==> src/rtl/sdram_seq_pkg.sv <==
`timescale 1ns/1ps
// Shared command codes, mode-register layout and code checks for the
// burst column sequencer. Assumes the command is already decoded.
package sdram_seq_pkg;

    localparam logic [2:0] CMD_NOP   = 3'b000;
    localparam logic [2:0] CMD_MODE  = 3'b001;
    localparam logic [2:0] CMD_READ  = 3'b010;
    localparam logic [2:0] CMD_WRITE = 3'b011;
    localparam logic [2:0] CMD_STOP  = 3'b100;

    localparam logic [2:0] LEN_FULL  = 3'b111;

    typedef struct packed {
        logic [2:0] lat_code;    // read latency, low two bits give the cycle count
        logic       interleave;  // 1 = interleaved order
        logic [2:0] len_code;    // burst length code
    } mode_t;

    localparam mode_t MODE_RESET = '{lat_code: 3'b010, interleave: 1'b0, len_code: 3'b000};

    // True for the length codes the sequencer accepts.
    function automatic logic len_code_ok(input logic [2:0] code);
        return (code == 3'b000) || (code == 3'b001) || (code == 3'b010)
            || (code == 3'b011) || (code == LEN_FULL);
    endfunction

    // True for the latency codes the sequencer accepts.
    function automatic logic lat_code_ok(input logic [2:0] code);
        return (code == 3'b010) || (code == 3'b011);
    endfunction

endpackage

==> src/rtl/sdram_mode_reg.sv <==
`timescale 1ns/1ps
// Mode register. On a load it takes each field on its own; a length or
// latency code it does not recognise leaves that field as it was.
// Assumes load_i is a single-cycle decoded strobe.
module sdram_mode_reg
    import sdram_seq_pkg::*;
(
    input  logic  clk,
    input  logic  rst_n,
    input  logic  load_i,
    input  mode_t mode_i,
    output mode_t mode_o
);

    // Field-wise update of the stored burst options.
    always_ff @(posedge clk) begin
        if (!rst_n) begin
            mode_o <= MODE_RESET;
        end else if (load_i) begin
            if (len_code_ok(mode_i.len_code)) begin
                mode_o.len_code <= mode_i.len_code;
            end
            mode_o.interleave <= mode_i.interleave;
            if (lat_code_ok(mode_i.lat_code)) begin
                mode_o.lat_code <= mode_i.lat_code;
            end
        end
    end

endmodule

==> src/rtl/sdram_burst_ctr.sv <==
`timescale 1ns/1ps
// Burst state: captures start column, bank, direction and burst options
// when a read or write arrives, counts beats, and ends the burst on its
// last beat, on a stop, or replaces it on a new read/write.
// Assumes mode options are taken once per burst, at its start.
module sdram_burst_ctr
    import sdram_seq_pkg::*;
#(
    parameter int COL_W  = 8,
    parameter int BANK_W = 2,
    localparam int KW    = $clog2(COL_W + 1)
) (
    input  logic              clk,
    input  logic              rst_n,
    input  logic [2:0]        cmd_i,
    input  logic [BANK_W-1:0] bank_i,
    input  logic [COL_W-1:0]  col_i,
    input  logic [2:0]        len_code_i,
    input  logic              interleave_i,
    output logic              active_o,
    output logic              write_o,
    output logic [BANK_W-1:0] bank_o,
    output logic [COL_W-1:0]  base_o,
    output logic [COL_W-1:0]  beat_o,
    output logic [KW-1:0]     bits_o,
    output logic              inter_o
);

    localparam logic [KW-1:0] FULL_BITS = KW'(COL_W);

    logic [KW-1:0]    bits_new;
    logic [COL_W-1:0] last_beat;
    logic             full_page;

    // Number of counting column bits for the requested length code.
    always_comb begin
        case (len_code_i)
            3'b000:  bits_new = KW'(0);
            3'b001:  bits_new = KW'(1);
            3'b010:  bits_new = KW'(2);
            3'b011:  bits_new = KW'(3);
            default: bits_new = FULL_BITS;
        endcase
    end

    // Index of the final beat and full-page flag for the running burst.
    always_comb begin
        last_beat = ~({COL_W{1'b1}} << bits_o);
        full_page = (bits_o == FULL_BITS);
    end

    // Start, advance, finish or cut short the burst.
    always_ff @(posedge clk) begin
        if (!rst_n) begin
            active_o <= 1'b0;
            write_o  <= 1'b0;
            bank_o   <= '0;
            base_o   <= '0;
            beat_o   <= '0;
            bits_o   <= '0;
            inter_o  <= 1'b0;
        end else if (cmd_i == CMD_READ || cmd_i == CMD_WRITE) begin
            active_o <= 1'b1;
            write_o  <= (cmd_i == CMD_WRITE);
            bank_o   <= bank_i;
            base_o   <= col_i;
            beat_o   <= '0;
            bits_o   <= bits_new;
            inter_o  <= interleave_i && (len_code_i != LEN_FULL);
        end else if (cmd_i == CMD_STOP) begin
            active_o <= 1'b0;
        end else if (active_o) begin
            if (!full_page && beat_o == last_beat) begin
                active_o <= 1'b0;
            end
            beat_o <= beat_o + 1'b1;
        end
    end

endmodule

==> src/rtl/sdram_col_gen.sv <==
`timescale 1ns/1ps
// Column address of the current beat. The low bits_i bits of the start
// column either count up with wrap (sequential) or are XORed with the beat
// number (interleaved); the bits above stay as in the start column.
// Assumes beat_i stays below 2**bits_i except in full-page mode.
module sdram_col_gen #(
    parameter int COL_W = 8,
    localparam int KW   = $clog2(COL_W + 1)
) (
    input  logic [COL_W-1:0] base_i,
    input  logic [COL_W-1:0] beat_i,
    input  logic [KW-1:0]    bits_i,
    input  logic             inter_i,
    output logic [COL_W-1:0] col_o
);

    logic [COL_W-1:0] low_mask;
    logic [COL_W-1:0] low_part;

    // Merge the fixed upper bits with the ordered low bits.
    always_comb begin
        low_mask = ~({COL_W{1'b1}} << bits_i);
        low_part = inter_i ? (base_i ^ beat_i) : (base_i + beat_i);
        col_o    = (base_i & ~low_mask) | (low_part & low_mask);
    end

endmodule

==> src/rtl/sdram_rd_pipe.sv <==
`timescale 1ns/1ps
// Read strobe delay line. Every cycle the current read beat (valid flag and
// column) enters stage 0 and moves one stage per clock; the output tap is
// chosen by the programmed latency. Assumes lat_i is 2 or 3 and only
// changes while no read is in flight.
module sdram_rd_pipe #(
    parameter int COL_W   = 8,
    parameter int MAX_LAT = 3
) (
    input  logic             clk,
    input  logic             rst_n,
    input  logic             valid_i,
    input  logic [COL_W-1:0] col_i,
    input  logic [1:0]       lat_i,
    output logic             valid_o,
    output logic [COL_W-1:0] col_o
);

    logic [MAX_LAT-1:0]       tap_v;
    logic [MAX_LAT*COL_W-1:0] tap_c;
    logic [1:0]               tap_idx;

    for (genvar i = 0; i < MAX_LAT; i++) begin : g_stage
        logic             v_d;
        logic [COL_W-1:0] c_d;
        if (i == 0) begin : g_head
            assign v_d = valid_i;
            assign c_d = col_i;
        end else begin : g_tail
            assign v_d = tap_v[i-1];
            assign c_d = tap_c[(i-1)*COL_W +: COL_W];
        end
        // One delay stage of the read strobe and its column.
        always_ff @(posedge clk) begin
            if (!rst_n) begin
                tap_v[i]                 <= 1'b0;
                tap_c[i*COL_W +: COL_W]  <= '0;
            end else begin
                tap_v[i]                 <= v_d;
                tap_c[i*COL_W +: COL_W]  <= c_d;
            end
        end
    end

    // Select the stage matching the latency: stage L-1 is L cycles late.
    always_comb begin
        tap_idx = lat_i - 2'd1;
        valid_o = tap_v[tap_idx];
        col_o   = tap_c[tap_idx*COL_W +: COL_W];
    end

endmodule

==> src/rtl/sdram_burst_seq.sv <==
`timescale 1ns/1ps
// Burst column sequencer top. Ties together the mode register, burst
// counter, column generator and read strobe delay line. Assumes decoded
// commands, one per cycle, and a single burst stream shared by all banks.
module sdram_burst_seq
    import sdram_seq_pkg::*;
#(
    parameter int COL_W   = 8,
    parameter int BANK_W  = 2,
    parameter int MAX_LAT = 3,
    localparam int MODE_W = $bits(mode_t),
    localparam int KW     = $clog2(COL_W + 1)
) (
    input  logic              clk,
    input  logic              rst_n,
    input  logic [2:0]        cmd_i,
    input  logic [BANK_W-1:0] bank_i,
    input  logic [COL_W-1:0]  col_i,
    input  logic [MODE_W-1:0] mode_i,
    output logic              col_valid_o,
    output logic              col_we_o,
    output logic [BANK_W-1:0] bank_o,
    output logic [COL_W-1:0]  col_o,
    output logic              rd_valid_o,
    output logic [COL_W-1:0]  rd_col_o
);

    mode_t            mode_q;
    logic             active;
    logic             is_write;
    logic [COL_W-1:0] base;
    logic [COL_W-1:0] beat;
    logic [KW-1:0]    bits;
    logic             inter;

    sdram_mode_reg u_mode (
        .clk    (clk),
        .rst_n  (rst_n),
        .load_i (cmd_i == CMD_MODE),
        .mode_i (mode_t'(mode_i)),
        .mode_o (mode_q)
    );

    sdram_burst_ctr #(
        .COL_W  (COL_W),
        .BANK_W (BANK_W)
    ) u_ctr (
        .clk          (clk),
        .rst_n        (rst_n),
        .cmd_i        (cmd_i),
        .bank_i       (bank_i),
        .col_i        (col_i),
        .len_code_i   (mode_q.len_code),
        .interleave_i (mode_q.interleave),
        .active_o     (active),
        .write_o      (is_write),
        .bank_o       (bank_o),
        .base_o       (base),
        .beat_o       (beat),
        .bits_o       (bits),
        .inter_o      (inter)
    );

    sdram_col_gen #(
        .COL_W (COL_W)
    ) u_col (
        .base_i  (base),
        .beat_i  (beat),
        .bits_i  (bits),
        .inter_i (inter),
        .col_o   (col_o)
    );

    sdram_rd_pipe #(
        .COL_W   (COL_W),
        .MAX_LAT (MAX_LAT)
    ) u_rd (
        .clk     (clk),
        .rst_n   (rst_n),
        .valid_i (active && !is_write),
        .col_i   (col_o),
        .lat_i   (mode_q.lat_code[1:0]),
        .valid_o (rd_valid_o),
        .col_o   (rd_col_o)
    );

    // Beat flags seen at the port.
    always_comb begin
        col_valid_o = active;
        col_we_o    = active && is_write;
    end

endmodule

==> config.mk <==
export PLATFORM = sky130hd
export DESIGN_NAME = sdram_burst_seq
export DESIGN_NICKNAME = d
export VERILOG_FILES = /design/src/rtl/sdram_seq_pkg.sv /design/src/rtl/sdram_mode_reg.sv /design/src/rtl/sdram_burst_ctr.sv /design/src/rtl/sdram_col_gen.sv /design/src/rtl/sdram_rd_pipe.sv /design/src/rtl/sdram_burst_seq.sv
export SDC_FILE = /design/constraint.sdc
export NUM_CORES = 1
export LEC_CHECK = 0
export ABC_AREA = 1
export CAP_MARGIN = 20
export CORE_MARGIN = 3
export CORE_UTILIZATION = 62
export DETAILED_ROUTE_END_ITERATION = 12
export DONT_BUFFER_PORTS = 1
export GPL_ROUTABILITY_DRIVEN = 0
export PLACE_DENSITY = 0.78
export SLEW_MARGIN = 40
export SYNTH_ARGS = -nofsm -noshare
export SYNTH_HDL_FRONTEND = slang
export SYNTH_SLANG_ARGS = --single-unit
==> constraint.sdc <==
create_clock -name clk -period 2.1 [get_ports clk]
set_input_delay 0.315 -clock clk [delete_from_list [all_inputs] [get_ports clk]]
set_output_delay 0.315 -clock clk [all_outputs]
set_load 0.01 [all_outputs]
# Yosys cells after proc, flatten, opt, wreduce, memory -nomap -nowiden

Index checks and enable logic that the tools add are counted.

Reduce and logical (&&, ||, !) cells: 18
Bitwise logic cells: 8
Equal/unequal tests: 16
Magnitude comparators: 1
Shift-type cells: 2
Mux-type cells: 8
Add/sub/neg operators: 3

Operators with widths:

| kind                | number |
|---|---|
| $eq 3x2->1 const B  | 8 |
| $shiftx 24x6->8     | 1 |
| $and 8x8->8         | 2 |
| $not 8->8           | 2 |
| $pmux 4 s4          | 1 |
| $eq 3x1->1 const B  | 3 |
| $add 8x1->8 const B | 1 |
| $add 8x8->8         | 1 |
| $eq 8x8->1          | 1 |
| $mux 8              | 1 |
| $or 8x8->8          | 1 |
| $shl 8x4->8 const A | 1 |
| $xor 8x8->8         | 1 |
| $eq 3x3->1 const B  | 2 |
| $logic_not 3->1     | 2 |
| $logic_or 1x1->1    | 6 |
| $reduce_and 2->1    | 3 |
| $mux 1              | 5 |
| $eq 4x4->1 const B  | 1 |
| $logic_and 1x1->1   | 4 |
| $lt 2x3->1 const B  | 1 |
| $ne 3x3->1 const B  | 1 |
| $bmux 1 s2          | 1 |
| $logic_not 1->1     | 2 |
| other kinds (3)     | 4 |

Register bits: 58
Bits of input ports: 22
Word-level logic and storage cells: 72

# Logic depth before layout (Yosys ltp)

Depth in word-level cells: 8
Depth in mapped cells: 11
Mapped depth without buffers: 11

# By module

From an unflattened synthesis, not the netlist that was laid out.

Cell total of the unflattened synthesis: 412
Area, all modules: 2894.0 µm²

By module, submodules not included:

| module          | instances | area an instance (µm²) | seq. area each (µm²) | cells an instance |
|---|---|---|---|---|
| sdram_burst_ctr | 1         | 1103.6                 | 480.5                | 158 |
| sdram_rd_pipe   | 1         | 1013.5                 | 540.5                | 126 |
| sdram_col_gen   | 1         | 499.2                  | 0.0                  | 89 |
| sdram_mode_reg  | 1         | 249.0                  | 140.1                | 32 |
| sdram_burst_seq | 1         | 28.8                   | 0.0                  | 7 |

# Worst setup path before layout

No wires, ideal clock.

Kind: register to output
From: reg u_ctr.beat_o[0]
To: out col_o[6]
Slack: 0.242 ns
Data arrival time: 1.543 ns
Cell stages (with the launch flop): 10
Cells stage by stage: dfxtp_1 -> ha_1 -> inv_1 -> fa_1 -> o21ai_1 -> nand3_1 -> nand3_1 -> nand3_1 -> o21ai_1 -> inv_1

Longest elaborated chain between the ends: 4

RTL lines:

| item                   | RTL line              | source |
|---|---|---|
| from (decl)            | sdram_burst_ctr.sv:24 | `output logic [COL_W-1:0] beat_o,` |
| from (signal assigned) | sdram_burst_ctr.sv:76 | `beat_o <= beat_o + 1'b1;` |
| $add 8x8->8            | sdram_col_gen.sv:23   | `low_part = inter_i ? (base_i ^ beat_i) : (base_i + beat_i);` |
| $mux 8                 | sdram_col_gen.sv:23   |  |
| $and 8x8->8            | sdram_col_gen.sv:24   | `col_o = (base_i & ~low_mask) \| (low_part & low_mask);` |
| $or 8x8->8             | sdram_col_gen.sv:24   |  |
| to (decl)              | sdram_burst_seq.sv:23 | `output logic [COL_W-1:0] col_o,` |

No other way between the ends.

# Worst setup path in the final report

From: reg u_ctr.base_o[0]
To: out col_o[6]

Longest elaborated chain between the ends: 4

RTL lines:

| item                   | RTL line              | source |
|---|---|---|
| from (decl)            | sdram_burst_ctr.sv:23 | `output logic [COL_W-1:0] base_o,` |
| from (signal assigned) | sdram_burst_ctr.sv:66 | `base_o <= col_i;` |
| $add 8x8->8            | sdram_col_gen.sv:23   |  |
| $mux 8                 | sdram_col_gen.sv:23   |  |
| $and 8x8->8            | sdram_col_gen.sv:24   |  |
| $or 8x8->8             | sdram_col_gen.sv:24   |  |

No other way between the ends.

==> impl_metrics.csv <==
group,metric,value,unit
status,run_status,"finished, violations left",
status,violations,"setup timing",
sta,final.period_utilization,1.02,
power_and_ir_drop,power.static_leakage,1.40,nW
clocking,clk_latency,0.33,ns
sta,finClkSkew,0.0131,ns
layout,syn_to_final_growth,15.0,%
die,start_util,0.657,
route,drt_iter0_markers,103,
layout,final_layout_size_suffix_gt1_frac,0.185,
setup_path,critPathMaxStageDelay,0.36,ns
synth,mappedNetlistArea,0.00269,mm^2
route,drc_errors,0,
die,fp.coreArea,0.00409,mm^2
route,dr_wl_met2,2860,um
route,wl_met1,2530,um
placed_design,pre_cts_slack,0.174,ns
sta,timing.final.setup_violations,2,
global_route,overflow,0,
setup_path,crit_path_top_delay_cell,"sky130_fd_sc_hd__fa_2",
die,die_height,71.8,um
route,routed-via-count,2345,
setup_path,crit_type,"flip-flop to output port",
layout,mostFrequentLayoutCell,"sky130_fd_sc_hd__nand2_1",
synth,synth-seq-cells,57,
sta,hold_ws,0.0671,ns
power_and_ir_drop,worst_ir_drop_vdd,0.544,mV
global_route,grt_pass1_wl,9680,um
layout,diodes_inserted,0,
sta,slew_viol_final,0,
sta,max_freq,0.466,GHz
placed_design,hpwl,4100,um
die,top_level_ports,43,
clocking,worst_setup_hold_path_clk_slew,0.07,ns
synth,syn-mean-instance-area,7.24,um^2
setup_path,crit_chain,"ha_4, inv_2, fa_2, o21ai_2, nand3_1, nand2_1, nand2_1, nand3_1, o21ai_2, inv_2",
sta,timing.max_slew.rel_slack,0.683,
layout,nNetsFinal,409,
layout,layout_common_cells,"sky130_fd_sc_hd__nand2_1 (75), sky130_fd_sc_hd__inv_1 (55), sky130_fd_sc_hd__dfxtp_1 (47), sky130_fd_sc_hd__nor2_1 (32), sky130_fd_sc_hd__nand3_1 (26)",
min_path,type_of_the_tightest_min_delay_check,"input pin to flip-flop",
synth,ys_types,40,
route,wl_met3,327,um
setup_path,start_kind,"flip-flop",
die,die-width,71.8,um
sta,grt_setup_unrepaired,"true",
route,antenna_left,0,
global_route,grt_antenna_before_repair,0,
setup_path,worst_ep_required_time,1.78,ns
sta,period_minus_slack,2.14,ns
global_route,grt_max_degree,37,
clocking,cts_sinks,57,
synth,ys_seq_area_frac,0.425,
route,wl,5930,um
clocking,tritoncts.num_buffers,9,
synth,synth-async-reset-ratio,0,
clocking,clock_tree.root_cell,"sky130_fd_sc_hd__clkbuf_8",
synth,number_of_enable_flip_flop_cells_after_synthesis,0,
placed_design,numPortBuffers,0,
global_route,grt_pass1_vias,2220,
route,highest_layer,"met4",
sta,worst_pin_slew,0.475,ns
layout,final.fill_count,306,
clocking,cts-hold-fix-buffers,0,
global_route,grt_util_all_layers,0.243,
synth,synth.net_count,402,
route,first_pass_iters,5,
sta,final_hold_viol_count,0,
route,avgViaCountPerCell,5.42,
synth,synth-main-ff-cell,"sky130_fd_sc_hd__dfxtp_1",
setup_path,data_arrival_time_at_the_worst_slack_endpoint,1.83,ns
route,wire_per_inst,13.7,um
clocking,cts.path.max_buffers,2,
setup_path,reg2reg_setup_slack,0.38,ns
sta,fin_ws,-0.0445,ns
clocking,cts_tree,"yes",
die,rows,23,
run,cap_viol_max_count,0,
clocking,cts-htree-levels,3,
setup_path,cp_max_fo,2,
synth,ys.warnings.count,0,
setup_path,critPathCaptureType,"output port",
synth,post_synth_inst_count,371,
die,design.die.area,0.00516,mm^2
power_and_ir_drop,power_density,806,mW/mm^2
[Yosys cell counts (2+ instances only)]
| master | instances | area [um^2] |
|---|---|---|
| sky130_fd_sc_hd__o21ai_0 | 8 | 40.0 |
| sky130_fd_sc_hd__buf_2 | 3 | 15.0 |
| sky130_fd_sc_hd__or2_1 | 2 | 12.5 |
| sky130_fd_sc_hd__clkinv_1 | 2 | 7.51 |
| sky130_fd_sc_hd__dfxtp_1 | 57 | 1140 |
| sky130_fd_sc_hd__nand4_1 | 3 | 18.8 |
| sky130_fd_sc_hd__nand2_1 | 80 | 300 |
| sky130_fd_sc_hd__nor2_2 | 2 | 12.5 |
| sky130_fd_sc_hd__nor2_4 | 2 | 22.5 |
| sky130_fd_sc_hd__xor2_1 | 3 | 26.3 |
| sky130_fd_sc_hd__clkbuf_1 | 6 | 22.5 |
| sky130_fd_sc_hd__o211ai_1 | 11 | 82.6 |
| sky130_fd_sc_hd__inv_1 | 58 | 218 |
| sky130_fd_sc_hd__nand3_1 | 27 | 135 |
| sky130_fd_sc_hd__nor3_2 | 2 | 20.0 |
| sky130_fd_sc_hd__a21oi_1 | 21 | 105 |
| sky130_fd_sc_hd__o21ai_1 | 16 | 80.1 |
| sky130_fd_sc_hd__ha_1 | 8 | 100 |
| sky130_fd_sc_hd__nor2_1 | 32 | 120 |
| sky130_fd_sc_hd__inv_2 | 8 | 30.0 |
[stage by stage]
step            util  cells  area (um^2)  TNS, ns  power (W)
3_3_place_gp   0.668    414         2730        0    0.00135
6_report       0.755    433         3090  -0.0680    0.00249
2_1_floorplan      -    371         2690        0    0.00132
4_1_cts        0.733    433         3000  -0.0278    0.00248
5_1_grt        0.755    433         3090   -0.286    0.00258
3_5_place_dp   0.668    414         2730        0    0.00136
[report_power, final]
part | total [W] | switching (W) | leakage [nW] | internal, W
logic | 0.000202 | 0.000128 | 0.822 | 0.0000749
clock network | 0.00112 | 0.000427 | 0.113 | 0.000698
registers | 0.00116 | 0.0000339 | 0.468 | 0.00113
total | 0.00249 | 0.000588 | 1.40 | 0.00190
[worst paths after layout]
check | startpoint | to | depth (start not counted)
worst min-delay path | rst_n | u_mode.mode_o[5] | 1
worst max register to register | u_ctr.base_o[0] | u_rd.g_stage[1].c_d[6] | 11
worst max-delay path | u_ctr.base_o[0] | col_o[6] | 10
worst min register to register | u_rd.g_stage[2].c_d[7] | u_rd.tap_c[23] | 2
[routing by layer]
layer  up-vias  track usage
met3        22       0.0715
met4         0        0.150
met5         -            0
li1       1200            -
met1      1059        0.288
met2        64        0.384
[worst max-delay path: cells and delay by family, from the launching register on]
| kind | cells | cell delay [ns] |
|---|---|---|
| and+or+nand+nor | 4 | 0.31 |
| DFF | 1 | 0.35 |
| buffers and inverters | 2 | 0.10 |
| adders and majority gates | 2 | 0.50 |
| AOI/OAI and AO/OA | 2 | 0.23 |
[cell type report]
cell class                 count  area [um^2]  share of cell area
clock buffer                  11          141              0.0458
clock inverter                 5         78.8              0.0255
inverter                      68          255              0.0827
multi-input combinational    235         1340               0.435
sequential                    57         1150               0.374
tap                           50         62.6              0.0203
timing repair buffer           7         52.6              0.0170
[cells by family after synthesis]
| group | after synthesis | share of synthesized area |
|---|---|---|
| AO/OA/AOI/OAI | 63 | 0.137 |
| flip-flops | 57 | 0.425 |
| AND/OR/NAND/NOR | 159 | 0.267 |
| buffers and inverters | 79 | 0.113 |
| adder cells (fa/ha/maj) | 9 | 0.0447 |
| XOR/XNOR | 4 | 0.0130 |
[flip-flops by register name, summed over array words and instances, names as in the netlist, 2 cells and up]
signal            count
u_rd.g_stage.c_d     16
u_ctr.base_o          8
u_ctr.beat_o          8
u_rd.tap_c            8
u_mode.mode_o         6
u_ctr.bits_o          3
u_ctr.bank_o          2
u_rd.g_stage.v_d      2
[repair_timing]
action                                  in CTS  in global routing
hold endpoints to repair                     0                  0
pin swaps                                    3                  1
endpoints found under the setup margin       3                  6
setup buffers                                3                  0
gates cloned                                 0                  0
gates resized for setup                      8                 22
No activity file was read; power rests on OpenSTA's default activity.
